[config.mk]
export PLATFORM = sky130hd
export DESIGN_NAME = crp_host_port
export DESIGN_NICKNAME = d
export VERILOG_FILES = /design/src/rtl/crp_pkg.sv /design/src/rtl/crp_seq.sv /design/src/rtl/crp_table.sv /design/src/rtl/crp_regs.sv /design/src/rtl/crp_host_port.sv
export SDC_FILE = /design/constraint.sdc
export NUM_CORES = 2
export LEC_CHECK = 0
export BUFFER_PORTS_ARGS = -buffer_cell sky130_fd_sc_hd__buf_2
export CORE_UTILIZATION = 39
export CTS_BUF_LIST = sky130_fd_sc_hd__clkbuf_4 sky130_fd_sc_hd__clkbuf_8
export DETAILED_ROUTE_END_ITERATION = 10
export PLACE_DENSITY = 0.64
export RECOVER_POWER = 50
export SLEW_MARGIN = 10
export SYNTH_ARGS = -nofsm -noshare
export SYNTH_HDL_FRONTEND = slang
export SYNTH_SLANG_ARGS = --single-unit
export TNS_END_PERCENT = 30
[constraint.sdc]
create_clock -name clk -period 3.6 [get_ports clk]
set_clock_uncertainty 0.1 [all_clocks]
set_input_delay 0.36 -clock clk [delete_from_list [all_inputs] [get_ports clk]]
set_output_delay 0.36 -clock clk [all_outputs]
set_load 0.05 [all_outputs]
[src/rtl/crp_pkg.sv]
package crp_pkg;

    typedef enum logic {ST_SWALLOW, ST_ACTIVE} seq_state_t;

    localparam logic [7:0] IX_REV   = 8'h00;
    localparam logic [7:0] IX_CFG   = 8'h02;
    localparam logic [7:0] IX_DIV   = 8'h04;
    localparam logic [7:0] IX_FIDX  = 8'h58;
    localparam logic [7:0] IX_FDAT  = 8'h5A;
    localparam logic [7:0] IX_MODE  = 8'h68;
    localparam logic [7:0] IX_CRD   = 8'h6C;
    localparam logic [7:0] IX_MEM   = 8'h90;
    localparam logic [7:0] IX_GIDX  = 8'hB6;
    localparam logic [7:0] IX_GDAT  = 8'hB8;
    localparam logic [7:0] IX_IRQ   = 8'hF6;

    localparam logic [15:0] REV_VAL = 16'h00A5;
    localparam logic [15:0] CFG_VAL = 16'h0083;
    localparam logic [7:0]  MODE_WMASK = 8'hB7;

    function automatic logic is_stream(input logic [7:0] ix);
        return (ix == IX_MEM) || (ix == IX_FDAT) || (ix == IX_GDAT);
    endfunction

    function automatic logic [7:0] crd_lo(input int n);
        return IX_CRD + 8'(4 * n);
    endfunction

    function automatic logic [7:0] crd_hi(input int n);
        return IX_CRD + 8'(4 * n + 2);
    endfunction

    function automatic logic is_known(input logic [7:0] ix, input int ncrd);
        logic hit;
        hit = (ix == IX_REV) || (ix == IX_CFG) || (ix == IX_DIV) ||
              (ix == IX_FIDX) || (ix == IX_FDAT) || (ix == IX_MODE) ||
              (ix == IX_MEM) || (ix == IX_GIDX) || (ix == IX_GDAT) ||
              (ix == IX_IRQ);
        for (int k = 0; k < ncrd; k++)
            if (ix == crd_lo(k) || ix == crd_hi(k)) hit = 1'b1;
        return hit;
    endfunction

endpackage

[src/rtl/crp_seq.sv]
module crp_seq
    import crp_pkg::*;
#(
    parameter int SKIP_N = 2
) (
    input  logic       clk,
    input  logic       rst_n,
    input  logic       acc,
    input  logic       we,
    input  logic       dc,
    input  logic [7:0] wcmd,
    output logic [7:0] cur_idx,
    output logic       live
);
    localparam int CW = (SKIP_N > 0) ? $clog2(SKIP_N + 1) : 1;
    localparam seq_state_t RST_ST = (SKIP_N > 0) ? ST_SWALLOW : ST_ACTIVE;

    seq_state_t st, st_nx;
    logic [CW-1:0] cnt;
    logic [7:0]    idx;

    always_comb begin
        st_nx = st;
        unique case (st)
            ST_SWALLOW: if (acc && cnt <= CW'(1)) st_nx = ST_ACTIVE;
            ST_ACTIVE:  st_nx = ST_ACTIVE;
        endcase
    end

    always_ff @(posedge clk) begin
        if (!rst_n) begin
            st  <= RST_ST;
            cnt <= CW'(SKIP_N);
        end else begin
            st <= st_nx;
            if (st == ST_SWALLOW && acc) cnt <= cnt - 1'b1;
        end
    end

    always_comb begin
        live    = (st == ST_ACTIVE) && acc;
        cur_idx = idx;
    end

    always_ff @(posedge clk) begin
        if (!rst_n) begin
            idx <= 8'h00;
        end else if (live) begin
            if (we && !dc)                        idx <= wcmd;
            else if (we && dc && !is_stream(idx)) idx <= idx + 8'd2;
            else if (!we && dc)                   idx <= idx + 8'd1;
        end
    end

    AST_CMD_LOAD: assert property (@(posedge clk) disable iff (!rst_n)
        (live && we && !dc) |=> (cur_idx == $past(wcmd)))
        else $error("command load");
    AST_STREAM_HOLD: assert property (@(posedge clk) disable iff (!rst_n)
        (live && we && dc && is_stream(cur_idx)) |=> $stable(cur_idx))
        else $error("stream hold");
    AST_SWALLOW_NOP: assert property (@(posedge clk) disable iff (!rst_n)
        (st == ST_SWALLOW) |=> $stable(cur_idx))
        else $error("swallow nop");

endmodule

[src/rtl/crp_table.sv]
module crp_table #(
    parameter int DEPTH = 256,
    parameter bit WRAP  = 1'b1
) (
    input  logic       clk,
    input  logic       rst_n,
    input  logic       ld,
    input  logic [7:0] ld_val,
    input  logic       acc,
    input  logic       wr,
    input  logic [7:0] wdata,
    output logic [7:0] idx_rd,
    output logic [7:0] dat_rd
);
    localparam int AW = $clog2(DEPTH);
    localparam int IW = WRAP ? AW : AW + 1;

    logic [IW-1:0] idx;
    logic [7:0]    mem [DEPTH];
    logic          in_rng;

    generate
        if (WRAP) begin : g_wrap
            assign in_rng = 1'b1;
        end else begin : g_stop
            assign in_rng = (idx < IW'(DEPTH));
        end
    endgenerate

    always_ff @(posedge clk) begin
        if (!rst_n)                idx <= '0;
        else if (ld)               idx <= IW'(ld_val[AW-1:0]);
        else if (acc && in_rng)    idx <= idx + 1'b1;
    end

    always_ff @(posedge clk) begin
        if (acc && wr && in_rng && !ld) mem[idx[AW-1:0]] <= wdata;
    end

    assign dat_rd = in_rng ? mem[idx[AW-1:0]] : 8'h00;
    assign idx_rd = 8'(idx);

    AST_TBL_ADV: assert property (@(posedge clk) disable iff (!rst_n)
        (acc && !ld && in_rng) |=> (idx == IW'($past(idx) + 1'b1)))
        else $error("table advance");
    AST_TBL_HOLD: assert property (@(posedge clk) disable iff (!rst_n)
        (acc && !ld && !in_rng) |=> $stable(idx))
        else $error("table stop");

endmodule

[src/rtl/crp_regs.sv]
module crp_regs
    import crp_pkg::*;
#(
    parameter int NUM_COORD = 2,
    parameter int CRD_W     = 10
) (
    input  logic        clk,
    input  logic        rst_n,
    input  logic        acc,
    input  logic        live,
    input  logic        we,
    input  logic        dc,
    input  logic [7:0]  idx,
    input  logic [15:0] wdata,
    input  logic [7:0]  irq_set,
    input  logic [7:0]  gidx,
    input  logic [7:0]  gdat,
    input  logic [7:0]  fidx,
    input  logic [7:0]  fdat,
    output logic [15:0] rdata,
    output logic        disp_enable,
    output logic        disp_blank,
    output logic        invalidate,
    output logic        mem_push,
    output logic [15:0] mem_data,
    output logic        idx_err
);
    localparam int HI_W = CRD_W - 8;

    logic        wr;
    logic [6:0]  div_q;
    logic [7:0]  mode_q;
    logic [7:0]  irq_q;
    logic [NUM_COORD-1:0][CRD_W-1:0] crd_q;
    logic [15:0] rd_val;

    assign wr = live && we && dc;

    always_ff @(posedge clk) begin
        if (!rst_n) begin
            div_q      <= 7'd9;
            mode_q     <= 8'h00;
            irq_q      <= 8'h00;
            crd_q      <= '0;
            invalidate <= 1'b0;
            mem_push   <= 1'b0;
            mem_data   <= 16'h0000;
            idx_err    <= 1'b0;
        end else begin
            invalidate <= wr && (idx == IX_MODE) && (mode_q[1:0] != wdata[1:0]);
            mem_push   <= wr && (idx == IX_MEM);
            if (wr && idx == IX_MEM) mem_data <= wdata;
            if (wr && idx == IX_DIV)  div_q  <= {1'b0, wdata[5:0]} + 7'd1;
            if (wr && idx == IX_MODE) mode_q <= wdata[7:0] & MODE_WMASK;
            irq_q <= ((wr && idx == IX_IRQ) ? (irq_q & wdata[7:0]) : irq_q) | irq_set;
            for (int k = 0; k < NUM_COORD; k++) begin
                if (wr && idx == crd_lo(k)) crd_q[k][7:0]       <= wdata[7:0];
                if (wr && idx == crd_hi(k)) crd_q[k][CRD_W-1:8] <= wdata[HI_W-1:0];
            end
            if (live && dc && !is_known(idx, NUM_COORD)) idx_err <= 1'b1;
        end
    end

    always_comb begin
        rd_val = 16'h0000;
        case (idx)
            IX_REV:  rd_val = REV_VAL;
            IX_CFG:  rd_val = CFG_VAL;
            IX_DIV:  rd_val = {8'h00, 1'b1, 7'(div_q - 7'd1)};
            IX_FIDX: rd_val = {8'h00, fidx};
            IX_FDAT: rd_val = {8'h00, fdat};
            IX_MODE: rd_val = {8'h00, mode_q};
            IX_GIDX: rd_val = {8'h00, gidx};
            IX_GDAT: rd_val = {8'h00, gdat};
            IX_IRQ:  rd_val = {8'h00, irq_q};
            default: begin
                for (int k = 0; k < NUM_COORD; k++) begin
                    if (idx == crd_lo(k)) rd_val = {8'h00, crd_q[k][7:0]};
                    if (idx == crd_hi(k)) rd_val = 16'(crd_q[k][CRD_W-1:8]);
                end
            end
        endcase
    end

    always_ff @(posedge clk) begin
        if (!rst_n)          rdata <= 16'h0000;
        else if (acc && !we) rdata <= live ? rd_val : 16'h0000;
    end

    assign disp_enable = mode_q[0];
    assign disp_blank  = mode_q[1];

    AST_ERR_STICKY: assert property (@(posedge clk) disable iff (!rst_n)
        idx_err |=> idx_err)
        else $error("err sticky");
    AST_IRQ_AND: assert property (@(posedge clk) disable iff (!rst_n)
        (wr && idx == IX_IRQ && irq_set == 8'h00) |=> ((irq_q & ~$past(wdata[7:0])) == 8'h00))
        else $error("irq and");
    AST_INV_CAUSE: assert property (@(posedge clk) disable iff (!rst_n)
        invalidate |-> $past(wr && idx == IX_MODE))
        else $error("invalidate cause");
    AST_PUSH_DATA: assert property (@(posedge clk) disable iff (!rst_n)
        mem_push |-> (mem_data == $past(wdata)))
        else $error("push data");

endmodule

[src/rtl/crp_host_port.sv]
module crp_host_port
    import crp_pkg::*;
#(
    parameter int SKIP_N      = 2,
    parameter int NUM_COORD   = 2,
    parameter int GAMMA_DEPTH = 256,
    parameter int FILT_DEPTH  = 32
) (
    input  logic        clk,
    input  logic        rst_n,
    input  logic        bus_acc,
    input  logic        bus_we,
    input  logic        bus_dc,
    input  logic [15:0] bus_wdata,
    output logic [15:0] bus_rdata,
    input  logic [7:0]  irq_set,
    output logic        disp_enable,
    output logic        disp_blank,
    output logic        invalidate,
    output logic        mem_push,
    output logic [15:0] mem_data,
    output logic        idx_err
);
    logic [7:0] cur_idx;
    logic       live;
    logic [7:0] gidx, gdat, fidx, fdat;
    logic       port_acc;
    logic       wr;

    assign wr       = live && bus_we && bus_dc;
    assign port_acc = live && (bus_dc || !bus_we);

    crp_seq #(.SKIP_N(SKIP_N)) u_seq (
        .clk(clk), .rst_n(rst_n), .acc(bus_acc), .we(bus_we), .dc(bus_dc),
        .wcmd(bus_wdata[7:0]), .cur_idx(cur_idx), .live(live)
    );

    crp_table #(.DEPTH(GAMMA_DEPTH), .WRAP(1'b1)) u_gamma (
        .clk(clk), .rst_n(rst_n),
        .ld(wr && cur_idx == IX_GIDX), .ld_val(bus_wdata[7:0]),
        .acc(port_acc && cur_idx == IX_GDAT), .wr(bus_we),
        .wdata(bus_wdata[7:0]), .idx_rd(gidx), .dat_rd(gdat)
    );

    crp_table #(.DEPTH(FILT_DEPTH), .WRAP(1'b0)) u_filt (
        .clk(clk), .rst_n(rst_n),
        .ld(wr && cur_idx == IX_FIDX), .ld_val(bus_wdata[7:0]),
        .acc(port_acc && cur_idx == IX_FDAT), .wr(bus_we),
        .wdata(bus_wdata[7:0]), .idx_rd(fidx), .dat_rd(fdat)
    );

    crp_regs #(.NUM_COORD(NUM_COORD)) u_regs (
        .clk(clk), .rst_n(rst_n), .acc(bus_acc), .live(live), .we(bus_we),
        .dc(bus_dc), .idx(cur_idx), .wdata(bus_wdata), .irq_set(irq_set),
        .gidx(gidx), .gdat(gdat), .fidx(fidx), .fdat(fdat),
        .rdata(bus_rdata), .disp_enable(disp_enable), .disp_blank(disp_blank),
        .invalidate(invalidate), .mem_push(mem_push), .mem_data(mem_data),
        .idx_err(idx_err)
    );

endmodule

---- Yosys cells after proc, flatten, opt, wreduce, memory -nomap -nowiden ----
Memory sizes are Yosys's and may differ from the RTL's. A register that Yosys moved wholly into a read port is not among the register bits.
Cells that the tools add are included.
cells by class
  add/subtract/negate cells ............... 7
  $lt $le $gt $ge ......................... 2
  equality and inequality tests ........... 14
  mux-type cells .......................... 28
  bitwise logic cells ..................... 4
  reduce and logical (&&, ||, !) cells .... 58
operators with widths
  operator                                              number
  2-to-1 mux 8 bit                                      13
  one-hot mux 8 bit (9 select lines)                    1
  equality test 8 x 7 -> 1 bit (second input constant)  7
  equality test 8 bit (second input constant)           4
  logical AND 1 bit                                     32
  2-to-1 mux 5 bit                                      4
  adder 8 x 1 -> 8 bit (second input constant)          2
  2-to-1 mux 16 bit                                     1
  logical OR 1 bit                                      14
  adder 8 x 2 -> 8 bit (second input constant)          1
  AND 8 bit                                             1
  equality test 8 x 2 -> 1 bit (second input constant)  1
  equality test 8 x 3 -> 1 bit (second input constant)  1
  logical NOT 8 bit                                     1
  2-to-1 mux 1 bit                                      8
  bitwise OR 8 bit                                      1
  adder 6 x 1 -> 7 bit (second input constant)          1
  subtractor 7 x 1 -> 7 bit (second input constant)     1
  adder 6 x 1 -> 6 bit (second input constant)          1
  logical NOT 1 bit                                     6
  < comparator 6 bit (second input constant)            1
  nonzero test 2 bit                                    2
  nonzero test 3 bit                                    1
  <= comparator 2 x 1 -> 1 bit (second input constant)  1
  6 further kinds                                       7
word-level totals
  register bits ........................... 101
  bits in writable memories ............... 2304
  bits of input ports ..................... 29
  output and inout port bits .............. 37
  memories ................................ 2
memories
  name         depth  bits a word  read ports  clocked after memory_dff  write ports  RTL line         source
  u_gamma.mem  256    8            1           1                         1            crp_table.sv:19  logic [7:0] mem [DEPTH];
  u_filt.mem   32     8            1           1                         1            crp_table.sv:19

---- Logic depth before layout (Yosys ltp) ----
  depth in word-level cells ............... 15
  gate-level depth with buffers ........... 13

---- Cells and area by module ----
Synthesis repeated with hierarchy kept, for this count alone.
second synthesis, totals
  cell total of the unflattened synthesis .. 4847
  area total of the unflattened synthesis .. 95649.2 um^2
modules (own cells, without submodules)
  module                times used  cells each  area an instance (um^2)  seq. area each (um^2)
  crp_table at u_gamma  1           3788        80561.0                  61819.3
  crp_table at u_filt   1           503         10515.1                  7907.6
  crp_regs              1           433         3598.5                   1361.3
  crp_seq               1           111         868.3                    220.2
  crp_host_port         1           12          106.4                    0.0

---- Least setup slack after synthesis ----
No wires, ideal clock.
  kind .................................... register -> register
  start point ............................. reg u_seq.idx[0], in the netlist u_seq.cur_idx[0]
  end point ............................... mem u_gamma.mem[47][0] (enable)
  setup time .............................. 0.370 ns
  arrival ................................. 2.594 ns
  slack ................................... 0.536 ns
  stages on the path, launching flop included .. 11
  path buffers ............................ 2
  cell sequence ........................... dfxtp_1 inv_1 ha_1 and4b_1 and2_1 buf_2 nand3_1 nor3b_1 nand2_1 clkbuf_1 nor2_1
between the ends
  longest elaborated chain between the ends .. 6
  elaborated cells between the ends (all ways) .. 9
  classes of those cells .................. eq/ne: 2; mux: 2; reduce/logical: 5
ends and longest elaborated chain
  what                                                           RTL line                                  source
  start: declaration                                             crp_seq.sv:20                             logic [7:0] idx;
  start signal: assignment                                       crp_seq.sv:49                             if (we && !dc) idx <= wcmd;
  start signal: assignment                                       crp_seq.sv:50                             else if (we && dc && !is_stream(idx)) idx <= idx + 8'd2;
  start signal: assignment                                       crp_seq.sv:51                             else if (!we && dc) idx <= idx + 8'd1;
  equality test 8 bit (on tied branches)                         crp_host_port.sv:41, crp_host_port.sv:40
  logical AND 1 bit (on tied branches)                           crp_host_port.sv:41, crp_host_port.sv:40
  logical AND 1 bit / logical NOT 1 bit (equally long branches)  crp_table.sv:37                           if (acc && wr && in_rng && !ld) mem[idx[AW-1:0]] <= wdata;
  logical AND 1 bit (*)                                          crp_table.sv:37
  2-to-1 mux 1 bit (*)                                           crp_table.sv:37
  2-to-1 mux 1 bit (implied by the code) (*)                     crp_table.sv:37
  end: declaration                                               crp_table.sv:19
Mark *: on every way between the ends. The rest lies on a longest branch, timed or not.

---- Worst setup path after layout ----
  start point ............................. reg u_seq.idx[5], in the netlist u_seq.cur_idx[5]
  end point ............................... reg u_regs.rdata[7]
between the ends
  longest elaborated chain between the ends .. 7
  elaborated cells between the ends (all ways) .. 19
  classes of those cells .................. eq/ne: 12; mux: 6; reduce/logical: 1
ends and longest elaborated chain
  what                                    RTL line        source
  equality test 8 x 7 -> 1 bit            crp_regs.sv:78  if (idx == crd_lo(k)) rd_val = {8'h00, crd_q[k][7:0]};
  2-to-1 mux 8 bit                        crp_regs.sv:78
  2-to-1 mux 8 bit                        crp_regs.sv:79  if (idx == crd_hi(k)) rd_val = 16'(crd_q[k][CRD_W-1:8]);
  2-to-1 mux 8 bit                        crp_regs.sv:78
  2-to-1 mux 8 bit                        crp_regs.sv:79
  one-hot mux 8 bit (9 select lines) (*)  crp_regs.sv:66  case (idx)
  2-to-1 mux 16 bit (*)                   crp_regs.sv:87  else if (acc && !we) rdata <= live ? rd_val : 16'h0000;
  end signal: assignment                  crp_regs.sv:87
  end: declaration                        crp_regs.sv:20  output logic [15:0] rdata,
Marked as above.
A chain may end at the register's enable or synchronous reset.

==> results by group <==
Synthesis
  – Syn_area_per_cell: 19.8 um2
  – Synth Register Bits: 2410
  – Post-synth ARST share: 0
  – Synth Warn #: 0
  – Share of the synthesized area in the top cell type: 0.731
  – Largest area contributor in the netlist: edfxtp_1
  – EDFF count, synth: 2304
  – Top cells by area, synth: edfxtp_1 (73%), mux4_2 (13%), dfxtp_1 (2.2%), nor2_1 (1.6%), mux2i_1 (0.98%)
  – Ys flop type: edfxtp_1
  – Synth cell types: 82
  – Cell Area, Synth: 94700 um2
  – Post-synthesis cell count: 4791
  – Post-synthesis sequential area ratio: 0.753

Placement
  – Routability congestion estimate: 0.953
  – Placed insts: 8402
  – Placed Area: 103000 um2
  – IO buf count: 57
  – Detailed Place HPWL: 173 mm

Routing
  – TritonRoute pass-1 iters: 6
  – DR iter-0 viols: 6568
  – WL final: 269 mm
  – ANT nets after route: 0
  – Post-DR vias/cell: 5.74
  – DRC: 0
  – Routed len/inst: 29.4 um
  – Via Count: 52.5k

Floorplan
  – Initial Util: 0.393
  – I/O pin cnt: 66
  – Die height: 495 um
  – Row Count: 180
  – Die ar.: 245000 um2
  – DIE WIDTH: 495 um
  – Core ar.: 241000 um2

Critical path
  – Critical Path RT: 4480 ps
  – Worst Path Arrival: 4490 ps
  – Crit Path Class: register to register
  – CP endpoint kind: register
  – Largest fanout on the critical path: 13
  – Startpoint types: register

Final layout
  – Final instance area: 111000 um2
  – Fin nets: 5729
  – Commonest non-fill, non-tap cell in the layout: edfxtp_1
  – Fin util: 0.460
  – Reg area: 71300 um2
  – Most frequent cells in the layout: edfxtp_1 (2304), buf_4 (578), mux4_2 (564)
  – Area of the multi-input gates: 21800 um2
  – Layout Cells excl Fill: 9147
  – Fill cells: 20.1k
  – Synth-to-layout area growth: 17.1%
  – Share of layout cells above drive strength 1: 0.319

Flow run
  – Max-Cap Viols: 19

Status
  – Status: complete, but fails checks
  – Failing checks: capacitance limit, slew limit, setup timing

CTS
  – CTS max path bufs: 4
  – Clk Latency, worst-skew pair: 1100 ps
  – Postcts setup bufs: 0
  – CTS Root Cell: clkbuf_8
  – CTS tree: yes
  – CTS sink cnt: 2410
  – Clock slew at reported path FFs: 60 ps
  – # H-tree levels: 5
  – Number of CTS-inserted buffers: 400

Timing
  – RSZ-0062 raised after global routing: no
  – Crit share post-route: 1.00
  – Fin. Hold Viols: 0
  – Slew @ Worst Pin: 3140 ps
  – Total negative slack: -12.8 ps
  – Final setup viols: 1
  – Relative slew slack: -1.09
  – Fin crit period: 3610 ps
  – Max Slew Vio Count: 1357
  – Fmax: 277 MHz
  – Worst setup margin: -12.8 ps

Global route
  – Largest net degree at the start of global routing: 132
  – All-layer global routing usage: 0.218
  – Grt total ovfl: 0
  – Initial antenna violation count: 9
  – Global-route wire length before repair: 382 mm
  – Vias in the first global route: 52.3k

Pwr
  – Lkg Pwr: 34.9 nW
  – Power per cell area: 492 nW/um2
  – IR drop worst, VDD: 435 uV

Min path
  – Hold crit path type: primary input to register
[cells by family (layout without fill, tap and decap cells)]
kind of cell    after synthesis  after routing  synth area share
buf+inv                     317           1468            0.0182
compound gates              450            450            0.0329
xor+xnor                     21             21           0.00194
other cells                   1             21         0.0000396
fa+ha+maj                    18             18           0.00238
simple gates                864            864            0.0401
flops                      2410           2410             0.753
mux                         710            710             0.151
[path summary, 6_finish.rpt]
kind / start / to / slack (ps) / depth (start not counted)
worst max-delay path: u_seq.cur_idx[5] / u_regs.rdata[7] / -10 / 6
worst min-delay path: bus_acc / u_seq.st / 90 / 4
worst max register to register: u_seq.cur_idx[5] / u_regs.rdata[7] / -10 / 6
worst min register to register: u_regs.crd_q[13] / u_regs.crd_q[13] / 360 / 2
[through the flow]
step	total power, mW	setup WS [ps]	hold WS, ps
floorplan	31.4	536	336
global placement	32.0	-55.8	342
detailed placement	32.0	-85.4	346
CTS	54.9	22.6	29.6
global route	56.1	15.5	72.1
finish	54.6	-12.8	88.3
[flip-flops by register name (all words and copies together), names as in the netlist, 6 cells and up, named ones only]
signal	count
u_filt.idx	6
u_filt.mem	256
u_gamma.idx_rd	8
u_gamma.mem	2048
u_regs.crd_q	20
u_regs.div_q	7
u_regs.irq_q	8
u_regs.mem_data	16
u_regs.mode_q	6
u_regs.rdata	8
u_seq.cur_idx	8
[power breakdown]
group / internal (mW) / switching [mW] / total, mW
logic: 0.111 / 0.603 / 0.714
clock network: 12.6 / 10.5 / 23.1
registers: 30.7 / 0.0172 / 30.8
total: 43.4 / 11.2 / 54.6
[layout make-up]
cell class	instances	area share
Tap cell	3185	0.0359
Inverter	29	0.00100
Clock inverter	135	0.00783
Clock buffer	534	0.0594
Timing Repair Buffer	770	0.0562
Multi-Input combinational cell	2071	0.196
Antenna cell	13	0.000293
Sequential cell	2410	0.643
[synthesized netlist by cell type, drive strengths merged (17+ instances only)]
master and number:
nand3 48, o22ai 39, nor3 44, a211oi 28, buf 159, inv 28
nor2b 25, nor2 391, o21ai 41, clkbuf 129, mux2i 93, nand2 241
a21oi 104, dfxtp 106, ha 18, a22o 17, mux2 46, a221oi 24
mux4 571, o211ai 29, nand2b 18, a22oi 80, edfxtp 2304
[critical path, stage by stage, from the launching register on]
cell and delay, ps:
dfxtp_1 610, nand3_1 320, nor4_1 1320, nor2_1 110, o21ai_0 690, o21ai_0 200, a21o_1 180
[metal layers]
metal,routed length (um),vias to the layer above,GRT usage
met3,27100,578,0.0520
met4,11200,4,0.0962
met2,126000,2982,0.336
met5,27,-,0
met1,105000,27500,0.295
li1,-,21400,-
[timing repair]
item	CTS	global route
gates cloned	0	0
hold endpoints to repair	1655	0
hold buffers	63	0
setup endpoints to repair	2	8
gates resized for setup	2	5
Note: power is estimated with default switching activity, not from simulation.
